**config.mk**
```make
export PLATFORM = sky130hd
export DESIGN_NAME = rx_cell_regs
export DESIGN_NICKNAME = d
export VERILOG_FILES = /design/src/rtl/rxc_pkg.sv /design/src/rtl/rxc_mode_reg.sv /design/src/rtl/rxc_event_reg.sv /design/src/rtl/rx_cell_regs.sv
export SDC_FILE = /design/constraint.sdc
export NUM_CORES = 1
export LEC_CHECK = 0
export BUFFER_PORTS_ARGS = -buffer_cell sky130_fd_sc_hd__buf_2
export CAP_MARGIN = 20
export CORE_AREA = 10 10 60 50
export DETAILED_ROUTE_END_ITERATION = 10
export DIE_AREA = 0 0 70 60
export GPL_TIMING_DRIVEN = 0
export PLACE_DENSITY_LB_ADDON = 0.25
export SETUP_SLACK_MARGIN = 0.2
export SLEW_MARGIN = 40
export SYNTH_ARGS = -nofsm -noshare
export SYNTH_HDL_FRONTEND = slang
export SYNTH_SLANG_ARGS = --single-unit
```
**constraint.sdc**
```tcl
create_clock -name clk -period 1.15 [get_ports clk]
set_input_delay 0.115 -clock clk [delete_from_list [all_inputs] [get_ports clk]]
set_output_delay 0.115 -clock clk [all_outputs]
set_load 0.05 [all_outputs]
```
**src/rtl/rxc_pkg.sv**
```systemverilog
package rxc_pkg;
    localparam int DATA_W   = 8;
    localparam int MODE_W   = 7;
    localparam int ADDR_W   = 8;

    typedef struct packed {
        logic par_even;
        logic filt_bypass;
        logic corr_dis;
        logic err_pass;
        logic coset_en;
        logic descr_dis;
        logic fifo_rst;
    } mode_t;

    typedef struct packed {
        logic en_ood;
        logic en_hec;
        logic en_ovf;
        logic f_ood;
        logic f_corr;
        logic f_uncorr;
        logic f_ovf;
        logic samp;
    } evt_t;
endpackage

```
**src/rtl/rxc_mode_reg.sv**
```systemverilog
module rxc_mode_reg
    import rxc_pkg::*;
#(
    parameter logic [MODE_W-1:0] RST_VAL = 7'h04
) (
    input  logic              clk,
    input  logic              rst_n,
    input  logic              wr_sel,
    input  logic [DATA_W-1:0] wdata,
    output mode_t             mode
);
    mode_t mode_d, mode_q;

    always_comb begin
        mode_d = mode_q;
        if (wr_sel) begin
            mode_d = mode_t'(wdata[MODE_W-1:0]);
        end
    end

    always_ff @(posedge clk) begin
        if (!rst_n) begin
            mode_q <= mode_t'(RST_VAL);
        end else begin
            mode_q <= mode_d;
        end
    end

    assign mode = mode_q;

    // a write shows on the mode outputs one edge later
    a_r2_write_lands: assert property (@(posedge clk) disable iff (!rst_n)
        wr_sel |=> (mode == $past(wdata[MODE_W-1:0])));
endmodule

```
**src/rtl/rxc_event_reg.sv**
```systemverilog
module rxc_event_reg
    import rxc_pkg::*;
(
    input  logic              clk,
    input  logic              rst_n,
    input  logic              wr_sel,
    input  logic              rd_sel,
    input  logic [DATA_W-1:0] wdata,
    input  logic              status,
    input  logic              ev_corr,
    input  logic              ev_uncorr,
    input  logic              ev_ovf,
    output logic [DATA_W-1:0] value,
    output logic              irq
);
    evt_t evt_d, evt_q;

    always_comb begin
        evt_d      = evt_q;
        evt_d.samp = status;
        if (wr_sel) begin
            evt_d.en_ood = wdata[7];
            evt_d.en_hec = wdata[6];
            evt_d.en_ovf = wdata[5];
        end
        if (rd_sel) begin
            evt_d.f_ood    = 1'b0;
            evt_d.f_corr   = 1'b0;
            evt_d.f_uncorr = 1'b0;
            evt_d.f_ovf    = 1'b0;
        end
        if (status != evt_q.samp) evt_d.f_ood    = 1'b1;
        if (ev_corr)              evt_d.f_corr   = 1'b1;
        if (ev_uncorr)            evt_d.f_uncorr = 1'b1;
        if (ev_ovf)               evt_d.f_ovf    = 1'b1;
    end

    always_ff @(posedge clk) begin
        if (!rst_n) begin
            evt_q <= '0;
        end else begin
            evt_q <= evt_d;
        end
    end

    assign value = {evt_q.en_ood, evt_q.en_hec, evt_q.en_ovf,
                    evt_q.f_ood, evt_q.f_corr, evt_q.f_uncorr, evt_q.f_ovf, 1'b0};
    assign irq   = (evt_q.f_ood & evt_q.en_ood)
                 | ((evt_q.f_corr | evt_q.f_uncorr) & evt_q.en_hec)
                 | (evt_q.f_ovf & evt_q.en_ovf);

    // checker-side history of the status input
    logic prev_q, prev_v_q;
    always_ff @(posedge clk) begin
        if (!rst_n) begin
            prev_q   <= 1'b0;
            prev_v_q <= 1'b0;
        end else begin
            prev_q   <= status;
            prev_v_q <= 1'b1;
        end
    end

    // flags are sticky without a clearing read
    a_r5_sticky: assert property (@(posedge clk) disable iff (!rst_n)
        (!rd_sel && (value[4:1] != 4'h0)) |=> ((value[4:1] & $past(value[4:1])) == $past(value[4:1])));

    // a status change raises the delineation flag
    a_r6_ood_change: assert property (@(posedge clk) disable iff (!rst_n)
        (prev_v_q && (status != prev_q)) |=> value[4]);

    // a read with no coincident event empties the flags
    a_r7_clear_on_read: assert property (@(posedge clk) disable iff (!rst_n)
        (rd_sel && prev_v_q && (status == prev_q) && !ev_corr && !ev_uncorr && !ev_ovf)
        |=> (value[4:1] == 4'h0));

    // an event coincident with the read is kept
    a_r7_keep_event: assert property (@(posedge clk) disable iff (!rst_n)
        (rd_sel && ev_ovf) |=> value[1]);

    // reserved bit stays zero
    a_r4_reserved_zero: assert property (@(posedge clk) disable iff (!rst_n)
        wr_sel |=> !value[0]);
endmodule

```
**src/rtl/rx_cell_regs.sv**
```systemverilog
module rx_cell_regs
    import rxc_pkg::*;
#(
    parameter logic [ADDR_W-1:0] MODE_ADDR = 8'h50,
    parameter logic [ADDR_W-1:0] EVT_ADDR  = 8'h51,
    parameter logic [MODE_W-1:0] MODE_RST  = 7'h04
) (
    input  logic              clk,
    input  logic              rst_n,
    input  logic [ADDR_W-1:0] addr,
    input  logic [DATA_W-1:0] wdata,
    input  logic              wr_en,
    input  logic              rd_en,
    output logic [DATA_W-1:0] rdata,
    input  logic              status_ood,
    input  logic              ev_corr,
    input  logic              ev_uncorr,
    input  logic              ev_ovf,
    output logic              par_even,
    output logic              filt_bypass,
    output logic              corr_dis,
    output logic              err_pass,
    output logic              coset_en,
    output logic              descr_dis,
    output logic              fifo_rst,
    output logic              irq
);
    mode_t             mode;
    logic [DATA_W-1:0] evt_val;
    logic              hit_mode, hit_evt;

    assign hit_mode = (addr == MODE_ADDR);
    assign hit_evt  = (addr == EVT_ADDR);

    rxc_mode_reg #(.RST_VAL(MODE_RST)) u_mode (
        .clk    (clk),
        .rst_n  (rst_n),
        .wr_sel (wr_en & hit_mode),
        .wdata  (wdata),
        .mode   (mode)
    );

    rxc_event_reg u_evt (
        .clk       (clk),
        .rst_n     (rst_n),
        .wr_sel    (wr_en & hit_evt),
        .rd_sel    (rd_en & hit_evt),
        .wdata     (wdata),
        .status    (status_ood),
        .ev_corr   (ev_corr),
        .ev_uncorr (ev_uncorr),
        .ev_ovf    (ev_ovf),
        .value     (evt_val),
        .irq       (irq)
    );

    always_comb begin
        rdata = '0;
        if (hit_mode)     rdata = {status_ood, mode};
        else if (hit_evt) rdata = evt_val;
    end

    assign par_even    = mode.par_even;
    assign filt_bypass = mode.filt_bypass;
    assign corr_dis    = mode.corr_dis;
    assign err_pass    = mode.err_pass;
    assign coset_en    = mode.coset_en;
    assign descr_dis   = mode.descr_dis;
    assign fifo_rst    = mode.fifo_rst;

    // the top control bit mirrors the live status
    a_r3_status_live: assert property (@(posedge clk) disable iff (!rst_n)
        hit_mode |-> (rdata[7] == status_ood));

    // no interrupt while every enable is clear
    a_r8_masked: assert property (@(posedge clk) disable iff (!rst_n)
        (evt_val[7:5] == 3'b000) |-> !irq);
endmodule

```
* Word level (Yosys, flattened, before mapping)
Cells that the tools add are included.
Word-level totals: input bits 24, word-level logic and storage cells 38, output and inout port bits 16, flip-flop bits (word level) 15
Cells by class: bitwise operators 9, equality and inequality tests 3, multiplexer cells 7, reduce and logical (&&, ||, !) cells 4
Operator list (number):
- == test 8 x 7 -> 1 bit, second input constant | 2
- 2-to-1 mux 8 bit | 2
- nonzero test 2 bit | 4
- bitwise AND 1 bit | 6
- 2-to-1 mux 1 bit | 4
- 2-to-1 mux 4 bit | 1
- OR 1 bit | 3
- != test 1 bit | 1

* Longest topological paths before layout
depth in word-level cells 4, mapped depth 4, gate-level depth less buffers 3

* Cells and area by module
A second synthesis with hierarchy kept.
Unflattened totals: cell total of the unflattened synthesis 85, area total of the unflattened synthesis 862.1 um^2
Modules (own cells, without submodules):
- rxc_event_reg | cells an instance 36, times used 1, seq. area each 160.2 um^2, area each 359.1 um^2
- rxc_mode_reg | cells an instance 22, times used 1, seq. area each 140.1 um^2, area each 262.8 um^2
- rx_cell_regs | cells an instance 27, times used 1, seq. area each 0.0 um^2, area each 240.2 um^2

* Worst setup path before layout
No wires, ideal clock.
path type flip-flop to output port, start reg u_mode.mode_q, in the netlist u_mode.mode[0], end out rdata[0], setup slack -0.815 ns, stages on the path, launching flop included 2, data arrival time 1.850 ns, path buffers 0, required time 1.035 ns, cell sequence dfxtp_1 nor3b_1
Between the ends: cells in the longest elaborated chain, start to end 1
RTL lines:
- start, declared | line rxc_mode_reg.sv:12 | mode_t mode_d, mode_q;
- start signal, assigned | line rxc_mode_reg.sv:23 | mode_q <= mode_t'(RST_VAL);
- start signal, assigned | line rxc_mode_reg.sv:25 | mode_q <= mode_d;
- 2-to-1 mux 8 bit | line rx_cell_regs.sv:59 | if (hit_mode) rdata = {status_ood, mode};
- end, declared | line rx_cell_regs.sv:14 | output logic [DATA_W-1:0] rdata,
No other way between the ends.

* Worst setup path after layout
start reg u_evt.evt_q, in the netlist u_evt.value[7], end out irq
Between the ends: cells in the longest elaborated chain, start to end 3
RTL lines:
- start, declared | line rxc_event_reg.sv:16 | evt_t evt_d, evt_q;
- start signal, assigned | line rxc_event_reg.sv:42 | evt_q <= evt_d;
- bitwise AND 1 bit | line rxc_event_reg.sv:48 | assign irq = (evt_q.f_ood & evt_q.en_ood)
- OR 1 bit | line rxc_event_reg.sv:49 | | ((evt_q.f_corr | evt_q.f_uncorr) & evt_q.en_hec)
- OR 1 bit | line rxc_event_reg.sv:50 | | (evt_q.f_ovf & evt_q.en_ovf);
- end, declared | line rx_cell_regs.sv:26 | output logic irq
No other way between the ends.

==> metrics.log <==
[metrics] drt pass-1 iters: 4
[metrics] final number of hold-violating endpoints: 0
[metrics] pin count of the biggest net entering global routing: 11
[metrics] Die Width: 70 microns
[metrics] count of nets left with antenna violations after detail routing: 0
[metrics] antenna cells: 0
[metrics] required time worst endpoint: 1.03 ns
[metrics] startpoint of the most critical register-to-register path: u_evt.evt_q[0]
[metrics] Worst setup SP type: register
[metrics] remaining global-route overflow: 0
[metrics] Top-Level Pins: 40
[metrics] number of instances on the worst hold path: 3
[metrics] via count: 784
[metrics] fin worst setup slack: -0.0666 ns
[metrics] sequential share of the synthesized area: 40.3%
[metrics] crit path capture type: primary output
[metrics] H-tree depth reported by CTS: 1
[metrics] fraction of the cycle the final worst path needs: 106%
[metrics] synthesized flop and latch total: 15
[metrics] net count of the mapped netlist: 110
[metrics] violated checks: setup timing
[metrics] Arr. time, crit path: roughly 1.1 ns
[metrics] Die Y-Extent: around 60 microns
[metrics] TritonCTS clock tree: done
[metrics] DRT Wirelength: 2.58 mm
[metrics] critical path start-end classification: register to primary output
[metrics] area of placed instances: 0.00107 sq mm
[metrics] count of max-cap constraint violations: 0
[metrics] cell area after layout: 0.00140 sq mm
[metrics] global-route wire length before repair: between 3 and 4 mm
[metrics] r2r setup slk: 0.31 ns
[metrics] share of layout cells above drive strength 1: 61.2%
[metrics] detailed placer's ending HPWL: approximately 1.7 mm
[metrics] cell chain of the critical path: a22oi_2 -> nand2_1 -> buf_6
[metrics] FFs w/ async S/R, synth: 0%
[metrics] cell row count: 14
[metrics] kind of cell with the highest combined delay on the critical path: flip-flops
[metrics] DRT iter0 DRCs: 16
[metrics] pwr dens: around 700 mW/mm^2
[metrics] Fmax: 822 MHz
[metrics] Final Net Count: 159
[metrics] average routed wire per standard cell: 16.3 microns
[metrics] Largest stage delay, worst path: 0.35 ns
[metrics] endpoint of the worst register-to-register path: u_evt.value[4]
[metrics] Final min period: 1.22 ns
[metrics] Worst-path clk slew: 0.10 ns
[metrics] number of buffers inserted during clock tree synthesis: 3
[metrics] number of input and output port buffers inserted: 39
[metrics] P&R area growth vs syn: 87.9%
[metrics] antenna violations before repair: 0
[metrics] initial standard-cell utilization of the core: 39.4%
[metrics] most frequent standard cell in the layout excluding fill and tap cells: sky130_fd_sc_hd__buf_2
[metrics] Worst Hold Path EP: u_mode.mode[3]
[metrics] outcome: finished, violations left
[metrics] Synth Instances: 86
[metrics] Placer Congestion: 0.721
[metrics] number of buffer and inverter instances along the worst setup path: 1
[metrics] class of the most critical hold timing path: input port to register
[metrics] synth unique cells: 19
[metrics] library cell used as clock root buffer: sky130_fd_sc_hd__clkbuf_4
[metrics] average via count per standard cell: 4.96
[metrics] final number of setup-violating endpoints: 3
[metrics] detailed-route DRC error count: 0
[metrics] number of clock sinks seen by CTS: 15
[metrics] leakage power total: slightly above 0.6 nW
[metrics] transition time at the pin with the least slew margin: around 0.45 ns
[metrics] setup repair after global routing missed its margin: yes
[metrics] top fanout value on the critical path: 3
[metrics] number of flops mapped to enable cells by yosys: 0
[metrics] length in cells of the worst reg-to-reg path: 3
[metrics] Max-Slew Margin vs Limit: a little over two thirds
[metrics] core area: 0.00189 sq mm
[metrics] via count of the first global-routing pass: about 830
[metrics] Critical Path Slowest Stage Cell: sky130_fd_sc_hd__dfxtp_2
[metrics] worst hold slack: 0.0484 ns
[metrics] DIE AREA: 0.00420 sq mm
[metrics] synthesized area per cell: around 8.7 sq um
[metrics] startpoint of the most critical hold path: wdata[3]
[metrics] GRT Overall Usage: 11.6%
[metrics] largest vdd supply drop: 0.601 mV
[metrics] most instantiated flip-flop cell in the synthesis netlist: sky130_fd_sc_hd__dfxtp_1
[metrics] Clk Latency, worst-skew pair: 0.29 ns
[metrics] count of final max-slew check failures: 0
[metrics] summed instance area of the synthesized netlist: about 750 sq um
[metrics] Synth warnings: 0
[metrics] number of hold buffers added after CTS: 0
[metrics] fill cell total of the finished layout: about 150
[metrics] buffer levels on the longest clock path: 2
[metrics] Worst Skew: 0.00837 ns
[metrics] commonest cells after routing, fill and taps aside: sky130_fd_sc_hd__buf_2 (22), sky130_fd_sc_hd__nand2_1 (18), sky130_fd_sc_hd__buf_8 (12)
-- metal layers --
metal  track usage (%)  wire (microns)  vias up  share of wire [%]
met3              6.29             244        2                9.5
li1                  -               -      394                  -
met4              3.37              11        0               0.43
met1              12.3            1020      359                 40
met5                 0               0        -                  0
met2              19.9            1300       29                 50
-- area by class of cell --
class / count / area (sq um) / area share [%]
Multi-Input combinational cell: 67 / 581 / 41.4
Timing Repair Buffer: 44 / 395 / 28.2
Sequential cell: 15 / 343 / 24.5
Tap cell: 24 / 30.0 / 2.14
Clock buffer: 4 / 26.3 / 1.88
Buffer: 4 / 26.3 / 1.88
-- worst max-delay path by stage --
stage                         from  endpoint  slack (ns)  cells past startpoint
finish              u_evt.value[7]       irq       -0.07                      3
global route        u_evt.value[7]       irq       -0.11                      3
CTS                        addr[7]  rdata[0]       -0.03                      5
detailed placement         addr[3]  rdata[0]       -0.17                      5
global placement           addr[5]  rdata[0]       -0.15                      5
floorplan                  addr[5]  rdata[0]       -0.08                      3
-- worst min-delay path: stages --
cell and delay (ns):
sky130_fd_sc_hd__buf_2 0.09, sky130_fd_sc_hd__nand2_1 0.04, sky130_fd_sc_hd__mux2i_1 0.05
-- where the power goes --
| group | switching (mW) | internal (mW) | total (mW) |
|---|---|---|---|
| Clock | 0.180 | 0.135 | 0.315 |
| Combinational | 0.0778 | 0.0797 | 0.158 |
| Sequential | 0.0166 | 0.516 | 0.532 |
| Total | 0.275 | 0.730 | 1.01 |
-- Yosys cell counts, types with 2 or more instances --
cell	count	share of area (%)
sky130_fd_sc_hd__nand2_1	19	9.6
sky130_fd_sc_hd__mux2i_1	17	23
sky130_fd_sc_hd__dfxtp_1	15	40
sky130_fd_sc_hd__nor2_1	11	5.5
sky130_fd_sc_hd__o21ai_0	5	3.4
sky130_fd_sc_hd__a21oi_1	4	2.7
sky130_fd_sc_hd__clkbuf_1	2	1.0
sky130_fd_sc_hd__nor2b_1	2	1.7
-- flip-flops by register name, indices dropped and copies added, names as in the netlist --
name	count
u_evt.evt_q	1
u_mode.mode	7
u_evt.value	7
-- what timing repair did --
action | CTS | global route
resized for setup | 63 | 11
endpoints found under the setup margin | 16 | 18
pin swaps | 7 | 4
buffers inserted | 2 | 3
-- metrics by stage --
step           instances  TNS, ns  worst slack, ns  total power, mW  util (%)
6_report             158   -0.115          -0.0666             1.01      74.1
5_1_grt              158   -0.426           -0.107             1.06      74.1
4_1_cts              155  -0.0661          -0.0350             1.01      70.8
3_5_place_dp         149   -0.590           -0.174            0.666      56.7
3_3_place_gp         149   -0.471           -0.154            0.663      56.7
2_1_floorplan         86   -0.103          -0.0805            0.607         -
-- logic make-up (layout without fill, tap and decap cells) --
kind of cell,count (synthesis),in the layout,synth area share (%)
simple gates,39,39,25.5
mux,17,17,22.8
flops,15,15,40.3
compound gates,10,10,7.05
buf+inv,4,52,3.19
xor+xnor,1,1,1.17
No activity file was read; power rests on OpenSTA's default activity.
